<file path="src/rtl/noise_fanout_pkg.sv">
package noise_fanout_pkg;

   // Galois right-shift feedback masks for maximal-length sequences.
   function automatic logic [63:0] nf_lfsr_mask(input int width);
      case (width)
         8:       return 64'h0000_0000_0000_00B8;
         16:      return 64'h0000_0000_0000_B400;
         24:      return 64'h0000_0000_00E1_0000;
         32:      return 64'h0000_0000_8020_0003;
         default: return 64'h0;
      endcase
   endfunction

   function automatic bit nf_width_ok(input int width);
      return (width == 8) || (width == 16) || (width == 24) || (width == 32);
   endfunction

   // Distinct nonzero seeds: (idx+1) times an odd constant, modulo 2^width.
   function automatic logic [63:0] nf_seed(input int idx, input int width);
      logic [63:0] prod;
      logic [63:0] mask;
      prod = (64'(idx) + 64'd1) * 64'h9E37_79B9_7F4A_7C15;
      mask = (width >= 64) ? '1 : ((64'd1 << width) - 64'd1);
      return prod & mask;
   endfunction

endpackage

</file>
<file path="src/rtl/nf_lfsr.sv">
module nf_lfsr #(
   parameter int           WIDTH = 16,
   parameter logic [63:0]  SEED  = 64'h1,
   parameter logic [63:0]  MASK  = 64'hB400
) (
   input  logic             clk_i,
   input  logic             rst_i,
   input  logic             en_i,
   output logic [WIDTH-1:0] word_o
);
   localparam logic [WIDTH-1:0] SEED_W = WIDTH'(SEED);
   localparam logic [WIDTH-1:0] MASK_W = WIDTH'(MASK);

   logic [WIDTH-1:0] state_q;
   logic [WIDTH-1:0] next_s;

   // Advance WIDTH bit-steps per clock so successive words share no bits.
   always_comb begin
      next_s = state_q;
      for (int b = 0; b < WIDTH; b++) begin
         next_s = next_s[0] ? ((next_s >> 1) ^ MASK_W) : (next_s >> 1);
      end
   end

   always_ff @(posedge clk_i) begin
      if (rst_i)     state_q <= SEED_W;
      else if (en_i) state_q <= next_s;
   end

   assign word_o = state_q;
endmodule

</file>
<file path="src/rtl/nf_gauss_src.sv">
module nf_gauss_src
   import noise_fanout_pkg::*;
#(
   parameter int NUM_LFSR = 12,
   parameter int LFSR_W   = 16,
   parameter int SAMPLE_W = LFSR_W + $clog2(NUM_LFSR + 1) + 1
) (
   input  logic                clk_i,
   input  logic                rst_i,
   input  logic                en_i,
   output logic [SAMPLE_W-1:0] sample_o
);
   localparam int SUM_W = SAMPLE_W - 1;
   localparam logic [63:0] MEAN64 = 64'(NUM_LFSR) << (LFSR_W - 1);
   localparam logic [SAMPLE_W-1:0] MEAN_V = SAMPLE_W'(MEAN64);

   logic [LFSR_W-1:0] words [NUM_LFSR];
   logic [SUM_W-1:0]  sum_c;

   for (genvar i = 0; i < NUM_LFSR; i++) begin : g_lfsr
      nf_lfsr #(
         .WIDTH (LFSR_W),
         .SEED  (nf_seed(i, LFSR_W)),
         .MASK  (nf_lfsr_mask(LFSR_W))
      ) u_lfsr (
         .clk_i  (clk_i),
         .rst_i  (rst_i),
         .en_i   (en_i),
         .word_o (words[i])
      );
   end

   always_comb begin
      sum_c = '0;
      for (int i = 0; i < NUM_LFSR; i++) begin
         sum_c = sum_c + SUM_W'(words[i]);
      end
   end

   assign sample_o = {1'b0, sum_c} - MEAN_V;
endmodule

</file>
<file path="src/rtl/nf_slot_ctr.sv">
module nf_slot_ctr #(
   parameter int NUM_SLOTS = 25,
   parameter int NUM_OUT   = 24,
   parameter int SLOT_W    = $clog2(NUM_SLOTS)
) (
   input  logic              clk_i,
   input  logic              rst_i,
   input  logic              en_i,
   output logic [SLOT_W-1:0] slot_o,
   output logic              load_o
);
   localparam logic [SLOT_W-1:0] LAST = SLOT_W'(NUM_SLOTS - 1);

   logic [SLOT_W-1:0] slot_q;
   logic              in_range;

   // Counter variant: free wrap for a power-of-two slot count, compare otherwise.
   if ((1 << SLOT_W) == NUM_SLOTS) begin : g_pow2
      always_ff @(posedge clk_i) begin
         if (rst_i)     slot_q <= '0;
         else if (en_i) slot_q <= slot_q + 1'b1;
      end
   end else begin : g_cmp
      always_ff @(posedge clk_i) begin
         if (rst_i)     slot_q <= '0;
         else if (en_i) slot_q <= (slot_q == LAST) ? '0 : slot_q + 1'b1;
      end
   end

   // Idle-slot variant: only present when there are more slots than outputs.
   if (NUM_SLOTS == NUM_OUT) begin : g_no_idle
      assign in_range = 1'b1;
   end else begin : g_idle
      assign in_range = ({1'b0, slot_q} < (SLOT_W + 1)'(NUM_OUT));
   end

   assign slot_o = slot_q;
   assign load_o = en_i & in_range;
endmodule

</file>
<file path="src/rtl/nf_out_bank.sv">
module nf_out_bank #(
   parameter int NUM_OUT  = 24,
   parameter int SAMPLE_W = 21,
   parameter int SLOT_W   = 5
) (
   input  logic                        clk_i,
   input  logic                        rst_i,
   input  logic                        load_i,
   input  logic [SLOT_W-1:0]           slot_i,
   input  logic [SAMPLE_W-1:0]         sample_i,
   output logic [NUM_OUT*SAMPLE_W-1:0] noise_o,
   output logic [NUM_OUT-1:0]          valid_o
);
   for (genvar k = 0; k < NUM_OUT; k++) begin : g_out
      logic              hit;
      logic [SAMPLE_W-1:0] reg_q;
      logic              vld_q;

      assign hit = load_i && ({1'b0, slot_i} == (SLOT_W + 1)'(k));

      always_ff @(posedge clk_i) begin
         if (rst_i) begin
            reg_q <= '0;
            vld_q <= 1'b0;
         end else begin
            vld_q <= hit;
            if (hit) reg_q <= sample_i;
         end
      end

      assign noise_o[k*SAMPLE_W +: SAMPLE_W] = reg_q;
      assign valid_o[k] = vld_q;
   end
endmodule

</file>
<file path="src/rtl/noise_fanout_top.sv">
module noise_fanout_top
   import noise_fanout_pkg::*;
#(
   parameter int NUM_OUT   = 24,
   parameter int NUM_SLOTS = 25,
   parameter int NUM_LFSR  = 12,
   parameter int LFSR_W    = 16,
   parameter int SAMPLE_W  = LFSR_W + $clog2(NUM_LFSR + 1) + 1
) (
   input  logic                        clk_i,
   input  logic                        rst_i,
   input  logic                        en_i,
   output logic [SAMPLE_W-1:0]         sample_o,
   output logic [NUM_OUT*SAMPLE_W-1:0] noise_o,
   output logic [NUM_OUT-1:0]          valid_o
);
   localparam int SLOT_W = (NUM_SLOTS > 1) ? $clog2(NUM_SLOTS) : 1;

   if (NUM_OUT < 1)
      $error("noise_fanout_top: NUM_OUT must be at least 1");
   if (NUM_SLOTS < NUM_OUT)
      $error("noise_fanout_top: NUM_SLOTS must cover every output");
   if (NUM_SLOTS < 2)
      $error("noise_fanout_top: NUM_SLOTS must be at least 2");
   if (!nf_width_ok(LFSR_W))
      $error("noise_fanout_top: LFSR_W has no feedback mask");
   if (NUM_LFSR < 1 || NUM_LFSR >= (1 << 8))
      $error("noise_fanout_top: NUM_LFSR out of range");
   if (SAMPLE_W < LFSR_W + $clog2(NUM_LFSR + 1) + 1)
      $error("noise_fanout_top: SAMPLE_W too narrow for the sum");

   logic [SLOT_W-1:0] slot;
   logic              load;

   nf_gauss_src #(
      .NUM_LFSR (NUM_LFSR),
      .LFSR_W   (LFSR_W),
      .SAMPLE_W (SAMPLE_W)
   ) u_src (
      .clk_i    (clk_i),
      .rst_i    (rst_i),
      .en_i     (en_i),
      .sample_o (sample_o)
   );

   nf_slot_ctr #(
      .NUM_SLOTS (NUM_SLOTS),
      .NUM_OUT   (NUM_OUT),
      .SLOT_W    (SLOT_W)
   ) u_ctr (
      .clk_i  (clk_i),
      .rst_i  (rst_i),
      .en_i   (en_i),
      .slot_o (slot),
      .load_o (load)
   );

   nf_out_bank #(
      .NUM_OUT  (NUM_OUT),
      .SAMPLE_W (SAMPLE_W),
      .SLOT_W   (SLOT_W)
   ) u_bank (
      .clk_i    (clk_i),
      .rst_i    (rst_i),
      .load_i   (load),
      .slot_i   (slot),
      .sample_i (sample_o),
      .noise_o  (noise_o),
      .valid_o  (valid_o)
   );
endmodule

</file>
<file path="config.mk">
export PLATFORM = sky130hd
export DESIGN_NAME = noise_fanout_top
export DESIGN_NICKNAME = d
export VERILOG_FILES = /design/src/rtl/noise_fanout_pkg.sv /design/src/rtl/nf_lfsr.sv /design/src/rtl/nf_gauss_src.sv /design/src/rtl/nf_slot_ctr.sv /design/src/rtl/nf_out_bank.sv /design/src/rtl/noise_fanout_top.sv
export SDC_FILE = /design/constraint.sdc
export NUM_CORES = 2
export LEC_CHECK = 0
export ABC_AREA = 0
export BUFFER_PORTS_ARGS = -buffer_cell sky130_fd_sc_hd__buf_2
export CORE_ASPECT_RATIO = 1.75
export CORE_MARGIN = 5
export CORE_UTILIZATION = 40
export DETAILED_ROUTE_END_ITERATION = 8
export GPL_TIMING_DRIVEN = 0
export PLACE_DENSITY = 0.62
export SLEW_MARGIN = 10
export SYNTH_ARGS = -nofsm -noshare
export SYNTH_HDL_FRONTEND = slang
export SYNTH_SLANG_ARGS = --single-unit
</file>
<file path="constraint.sdc">
create_clock -name clk_i -period 9 [get_ports clk_i]
set_clock_uncertainty 0.2 [all_clocks]
set_input_delay 0.45 -clock clk_i [delete_from_list [all_inputs] [get_ports clk_i]]
set_output_delay 0.45 -clock clk_i [all_outputs]
set_load 0.1 [all_outputs]
</file>
# After elaboration in Yosys (flattened, before gate mapping)

Index checks and enable logic that the tools add are counted.

ROM bits: 0
Bits in writable memories: 0
Input bits: 3
Bits in registers: 725
Output and inout port bits: 549
Memories: 0
Latch bits: 0

Bitwise operators: 193
$lt $le $gt $ge: 1
Reduce and logical (&&, ||, !) cells: 25
Divide/modulo/power cells: 0
Equal/unequal tests: 24
Multipliers: 0
Shifts and indexed selects: 0
Mux-type cells: 193
Add/subtract/negate cells: 13

Operator list:

| operator                                            | count |
|---|---|
| two-way mux 16 bit                                  | 192 |
| inverter 3 -> 4 bit                                 | 192 |
| adder 20 x 16 -> 20 bit                             | 10 |
| == test 5 bit, second input constant                | 9 |
| == test 5 x 4 -> 1 bit, second input constant       | 8 |
| logical AND 1 bit                                   | 24 |
| subtractor 20 x 19 -> 21 bit, second input constant | 1 |
| == test 5 x 3 -> 1 bit, second input constant       | 4 |
| adder 16 x 16 -> 17 bit                             | 1 |
| == test 5 x 2 -> 1 bit, second input constant       | 2 |
| adder 5 x 1 -> 5 bit, second input constant         | 1 |
| == test 5 x 1 -> 1 bit, second input constant       | 1 |
| zero test 5 bit                                     | 1 |
| less-than comparator 5 bit, second input constant   | 1 |
| two-way mux 5 bit                                   | 1 |
| AND 1 bit                                           | 1 |

# Logic depth before layout (Yosys ltp)

Depth after elaboration: 32
Depth in mapped cells: 31

# Cells and area by module

Synthesis repeated with hierarchy kept, for this count alone.

Cells, all modules: 3636
Area total of the unflattened synthesis: 38366.8 sq um

Modules (own cells, without submodules):

| module                               | times used | cells each | area each (sq um) |
|---|---|---|---|
| nf_out_bank                          | 1          | 1800       | 20183.1 |
| nf_gauss_src                         | 1          | 542        | 5083.6 |
| nf_lfsr (u_src.g_lfsr[3].u_lfsr ...) | 2          | 106        | 1048.5 |
| nf_lfsr (u_src.g_lfsr[5].u_lfsr)     | 1          | 107        | 1109.8 |
| nf_lfsr (u_src.g_lfsr[4].u_lfsr)     | 1          | 105        | 1104.8 |
| nf_lfsr (u_src.g_lfsr[9].u_lfsr)     | 1          | 106        | 1103.6 |
| nf_lfsr (u_src.g_lfsr[8].u_lfsr)     | 1          | 104        | 1094.8 |
| nf_lfsr (u_src.g_lfsr[1].u_lfsr)     | 1          | 104        | 1089.8 |
| nf_lfsr (u_src.g_lfsr[11].u_lfsr)    | 1          | 109        | 1063.5 |
| nf_lfsr (u_src.g_lfsr[10].u_lfsr)    | 1          | 105        | 1058.5 |
| nf_lfsr (u_src.g_lfsr[6].u_lfsr)     | 1          | 103        | 1047.3 |
| nf_lfsr (u_src.g_lfsr[0].u_lfsr)     | 1          | 104        | 1044.8 |
| nf_lfsr (u_src.g_lfsr[2].u_lfsr)     | 1          | 109        | 1031.0 |
| nf_slot_ctr                          | 1          | 26         | 255.2 |

# Least setup slack after synthesis

OpenSTA, ideal clock, no wires.

Path kind: register to output
Start point: register u_src.g_lfsr[1].u_lfsr.state_q[0]
End point: output port sample_o[19]
Data required time: 8.350 ns
Buffers on the path: 3
Arrival: 7.226 ns
Setup slack: 1.124 ns
Stages on the path, launching flop included: 30
Cells stage by stage: dfxtp_1 -> ha_1 -> inv_1 -> fa_1 -> nor2b_1 -> o21a_1 -> o21ai_1 -> a21oi_1 -> o21ai_0 -> o21ai_0 -> xor2_1 -> fa_1 -> inv_1 -> fa_1 -> fa_1 -> fa_1 -> inv_1 -> fa_1 -> ha_1 -> clkbuf_1 -> a21oi_1 -> o21ai_0 -> or4_1 -> o211ai_2 -> buf_2 -> inv_1 -> ha_1 -> xnor2_2 -> buf_2 -> inv_1

Longest elaborated chain between the ends: 12

Ends and longest elaborated chain:

| what                                   | line                   | source |
|---|---|---|
| start, declared                        | nf_lfsr.sv:14          | `logic [WIDTH-1:0] state_q;` |
| start signal, assigned                 | nf_lfsr.sv:27          | `else if (en_i) state_q <= next_s;` |
| adder 16 x 16 -> 17 bit                | nf_gauss_src.sv:36     | `sum_c = sum_c + SUM_W'(words[i]);` |
| adder 20 x 16 -> 20 bit (10 in series) | nf_gauss_src.sv:36     |  |
| subtractor 20 x 19 -> 21 bit           | nf_gauss_src.sv:40     | `assign sample_o = {1'b0, sum_c} - MEAN_V;` |
| end, declared                          | noise_fanout_top.sv:13 | `output logic [SAMPLE_W-1:0] sample_o,` |

Every way passes these cells.

# Final worst setup path

Same ends and word-level chain as after synthesis.

==> impl_metrics.sql <==
INSERT INTO impl_metrics (metric_group, metric, value, unit) VALUES
('routing', 'num_vias', '31514', ''),
('routing', 'via_per_inst', '5.31', ''),
('layout', 'drive_above_1_share', '16.4', '%'),
('setup_path', 'worstRegToRegCells', '28', ''),
('sta', 'worst_hold_slack', '0.251', 'ns'),
('synthesis', 'synth_top_cell_by_area', 'dfxtp_1', ''),
('routing', 'postRouteWirelength', '149000', 'um'),
('global_route', 'grt_pass1_vias', '30273', ''),
('synthesis', 'synthAdderAreaFrac', '9.92', '%'),
('synthesis', 'synth_xor_area_share', '13.5', '%'),
('sta', 'relSlewSlack', '12.4', '%'),
('setup_path', 'cp-end-kind', 'output pin', ''),
('global_route', 'global_route_wire_length_before_repair', '209000', 'um'),
('placed_design', 'placement.io_buffers', '550', ''),
('floorplan', 'row_count', '143', ''),
('setup_path', 'critical-path-max-stage-delay', '0.51', 'ns'),
('placed_design', 'finalWeightedCongestion', '0.991', ''),
('floorplan', 'die_area', '93200', 'sq um'),
('synthesis', 'synthMuxAreaShare', '0.576', '%'),
('synthesis', 'synthDistinctLibCells', '52', ''),
('synthesis', 'postSynthNetCount', '4277', ''),
('setup_path', 'cp_max_fo', '10', ''),
('setup_path', 'worstSetupStartpointType', 'register', ''),
('clock_network', 'cts_tree', 'built', ''),
('floorplan', 'die_x', '233', 'um'),
('sta', 'fmaxAchievable', '113', 'MHz'),
('floorplan', 'floorplan.die.height', '400', 'um'),
('sta', 'timing_hold_violations_final', '0', ''),
('synthesis', 'synth_async_sr_flop_share', '0', '%'),
('clock_network', 'cts_hold_buffers', '0', ''),
('setup_path', 'setup.worst_path.class', 'register to output pin', ''),
('routing', 'first_iter_violations', '2397', ''),
('floorplan', 'initial_core_utilization', '40.2', '%'),
('setup_path', 'crit_top_cell', 'fa_1', ''),
('global_route', 'antenna_found_initial', '2', ''),
('setup_path', 'required', '8.35', 'ns'),
('routing', 'avgRoutedWirePerCell', '25.1', 'um'),
('synthesis', 'post_synth_instance_area', '34800', 'sq um'),
('synthesis', 'synth_top_family_by_area', 'simple AND/OR/NAND/NOR gates', ''),
('sta', 'setup-violations-final', '0', ''),
('sta', 'drv_slew', '0', ''),
('layout', 'fin_nets', '4915', ''),
('status', 'outcome', 'finished clean', ''),
('synthesis', 'synth.top_cell.area_share', '41.7', '%'),
('global_route', 'grtUsageTotal', '30.6', '%'),
('clock_network', 'clk_slew_on_worst_s_h_paths', '0.07', 'ns'),
('global_route', 'grt_overflow', '0', ''),
('setup_path', 'cell_at_the_slowest_stage_of_the_critical_path', 'fa_1', ''),
('routing', 'first_pass_iters', '6', ''),
('setup_path', 'arrival', '8.17', 'ns'),
('routing', 'drcViolationCount', '0', ''),
('clock_network', 'h-tree-depth', '3', ''),
('placed_design', 'post-dp-hpwl', '117000', 'um'),
('clock_network', 'numCtsBuffers', '70', ''),
('routing', 'antenna_left', '0', ''),
('sta', 'rsz0062_at_grt', 'true', ''),
('sta', 'final.min_clock_period', '8.82', 'ns'),
('synthesis', 'ys_ff_latch', '725', ''),
('synthesis', 'yosysSeqAreaShare', '41.7', '%'),
('synthesis', 'syn_avg_cell_area', '8.52', 'sq um'),
('synthesis', 'synth_flop_cell', 'dfxtp_1', ''),
('synthesis', 'synth_commonest_cells', 'dfxtp_1, nand2_1, a21oi_1', ''),
('sta', 'worst_pin_slew', '1.31', 'ns'),
('synthesis', 'synth_simple_gate_area_share', '15.2', '%'),
('clock_network', 'ctsLongestPathBuffers', '3', ''),
('synthesis', 'syn-instance-count', '4084', ''),
('synthesis', 'synth-compound-area-share', '13.0', '%'),
('floorplan', 'design.portCount', '552', ''),
('synthesis', 'synthesis.yosys.warnings', '0', ''),
('clock_network', 'clk-insertion-delay-late', '0.68', 'ns'),
('synthesis', 'post-synth-top-count-cell', 'dfxtp_1', ''),
('clock_network', 'clock_tree_sinks', '725', ''),
('flow_run', 'maxCapViolations', '0', ''),
('synthesis', 'synth-edff-count', '0', ''),
('floorplan', 'coreArea', '86600', 'sq um'),
('clock_network', 'root_buffer', 'clkbuf_16', ''),
('min_path', 'min_delay_path_depth', '2', ''),
('global_route', 'grt_start_max_net_pins', '17', ''),
('synthesis', 'netlist_top_cells_area', 'dfxtp_1, xnor2_1, fa_1, nand2_1, a21oi_1', ''),
('min_path', 'min-delay-path-class', 'register to register', ''),
('sta', 'final_min_period_over_clock_period', '98.0', '%'),
('layout', 'area.growth.synth_to_final', '20.5', '%');
## area by class of cell
class | instances | area [sq um]
inverters | 201 | 754
diodes | 4 | 10.0
multi-input cells | 2830 | 18400
repair buffers | 568 | 3000
clock inverters | 34 | 448
fillers | 8641 | 44700
plain buffers | 326 | 1390
flip-flops and latches | 725 | 14500
well taps | 1160 | 1450
clock buffers | 92 | 1970
## cells by family after synthesis
group,Yosys count
compound gates,797
xor+xnor,535
fa+ha+maj,190
buf+inv,529
flops,725
mux,20
simple gates,1288
## final timing paths
path / startpoint / slack (ns) / end
max: u_src.g_lfsr[1].u_lfsr.word_o[0]$_SDFFE_PP0P_ / 0.18 / sample_o[19]
min: u_bank.g_out[16].reg_q[0]$_SDFFE_PP0P_ / 0.25 / u_bank.g_out[16].reg_q[0]$_SDFFE_PP0P_
max reg2reg: u_src.g_lfsr[1].u_lfsr.word_o[0]$_SDFFE_PP0P_ / 0.30 / u_bank.g_out[20].reg_q[18]$_SDFFE_PP0P_
min reg2reg: u_bank.g_out[16].reg_q[0]$_SDFFE_PP0P_ / 0.25 / u_bank.g_out[16].reg_q[0]$_SDFFE_PP0P_
## through the flow
step	utilization [%]	cell area [sq um]	worst slack, ns	setup TNS (ns)	instances
floorplan	-	34800	1.12	0	4084
global placement	45.0	39000	-1.08	-29.64	5794
detailed placement	45.3	39200	-1.05	-22.52	5805
CTS	48.3	41800	0.00163	0	5936
global route	48.4	41900	-0.0121	-0.0121	5936
finish	48.4	41900	0.179	0	5940
## placed cells by master (no fill, tap or decap), types with 5 or more instances in the layout
cell type and count:
o21a_1 5, buf_8 5, o21ai_0 122, dfxtp_2 7, clkinv_2 14, clkbuf_8 14, a21o_1 10, a21oi_1 481
nand2b_1 7, buf_1 8, nand3_1 34, clkbuf_1 271, and2_1 17, fa_1 142, nor2b_1 6, xnor2_1 364
ha_1 44, clkbuf_16 70, xor2_2 7, mux2i_1 20, and3_1 83, nand4_1 27, bufinv_16 6, nor2_1 397
inv_1 200, xnor2_2 8, buf_6 9, o311ai_1 10, nand2_1 697, a211oi_1 98, buf_4 34, xor2_1 155
buf_2 565, o211ai_1 32, o311ai_0 14, dfxtp_1 718, nor3_1 9
## state kept, by name, indices dropped and copies added (netlist names)
name and cells:
u_bank.g_out.reg_q 504, u_src.g_lfsr.u_lfsr.word_o 192, u_bank.g_out.vld_q 24, u_ctr.slot_o 5
## what timing repair did
action | in CTS | in global routing
cloned | 0 | 0
resized for setup | 33 | 18
setup endpoints to repair | 56 | 12
pin swaps | 4 | 3
setup buffers | 5 | 2
## routing by layer
layer | vias to the layer above | global-route usage (%) | part of all wire, %
met5 | - | 0 | 0
met4 | 0 | 23.3 | 9.2
met3 | 459 | 6.31 | 8.0
met2 | 1427 | 53.7 | 49
met1 | 15192 | 31.9 | 34
li1 | 14436 | - | -
## critical path, delay by kind of cell (launching register included)
| family | cells | cell delay (ns) |
|---|---|---|
| simple gates | 6 | 1.27 |
| compound gates | 5 | 0.85 |
| xor+xnor | 1 | 0.14 |
| buf+inv | 8 | 1.14 |
| fa+ha+maj | 9 | 3.62 |
| flops | 1 | 0.42 |
Power is left out: the tool's default activity adds up to more than one toggle a clock period on the data nets, which glitch-free logic cannot reach.
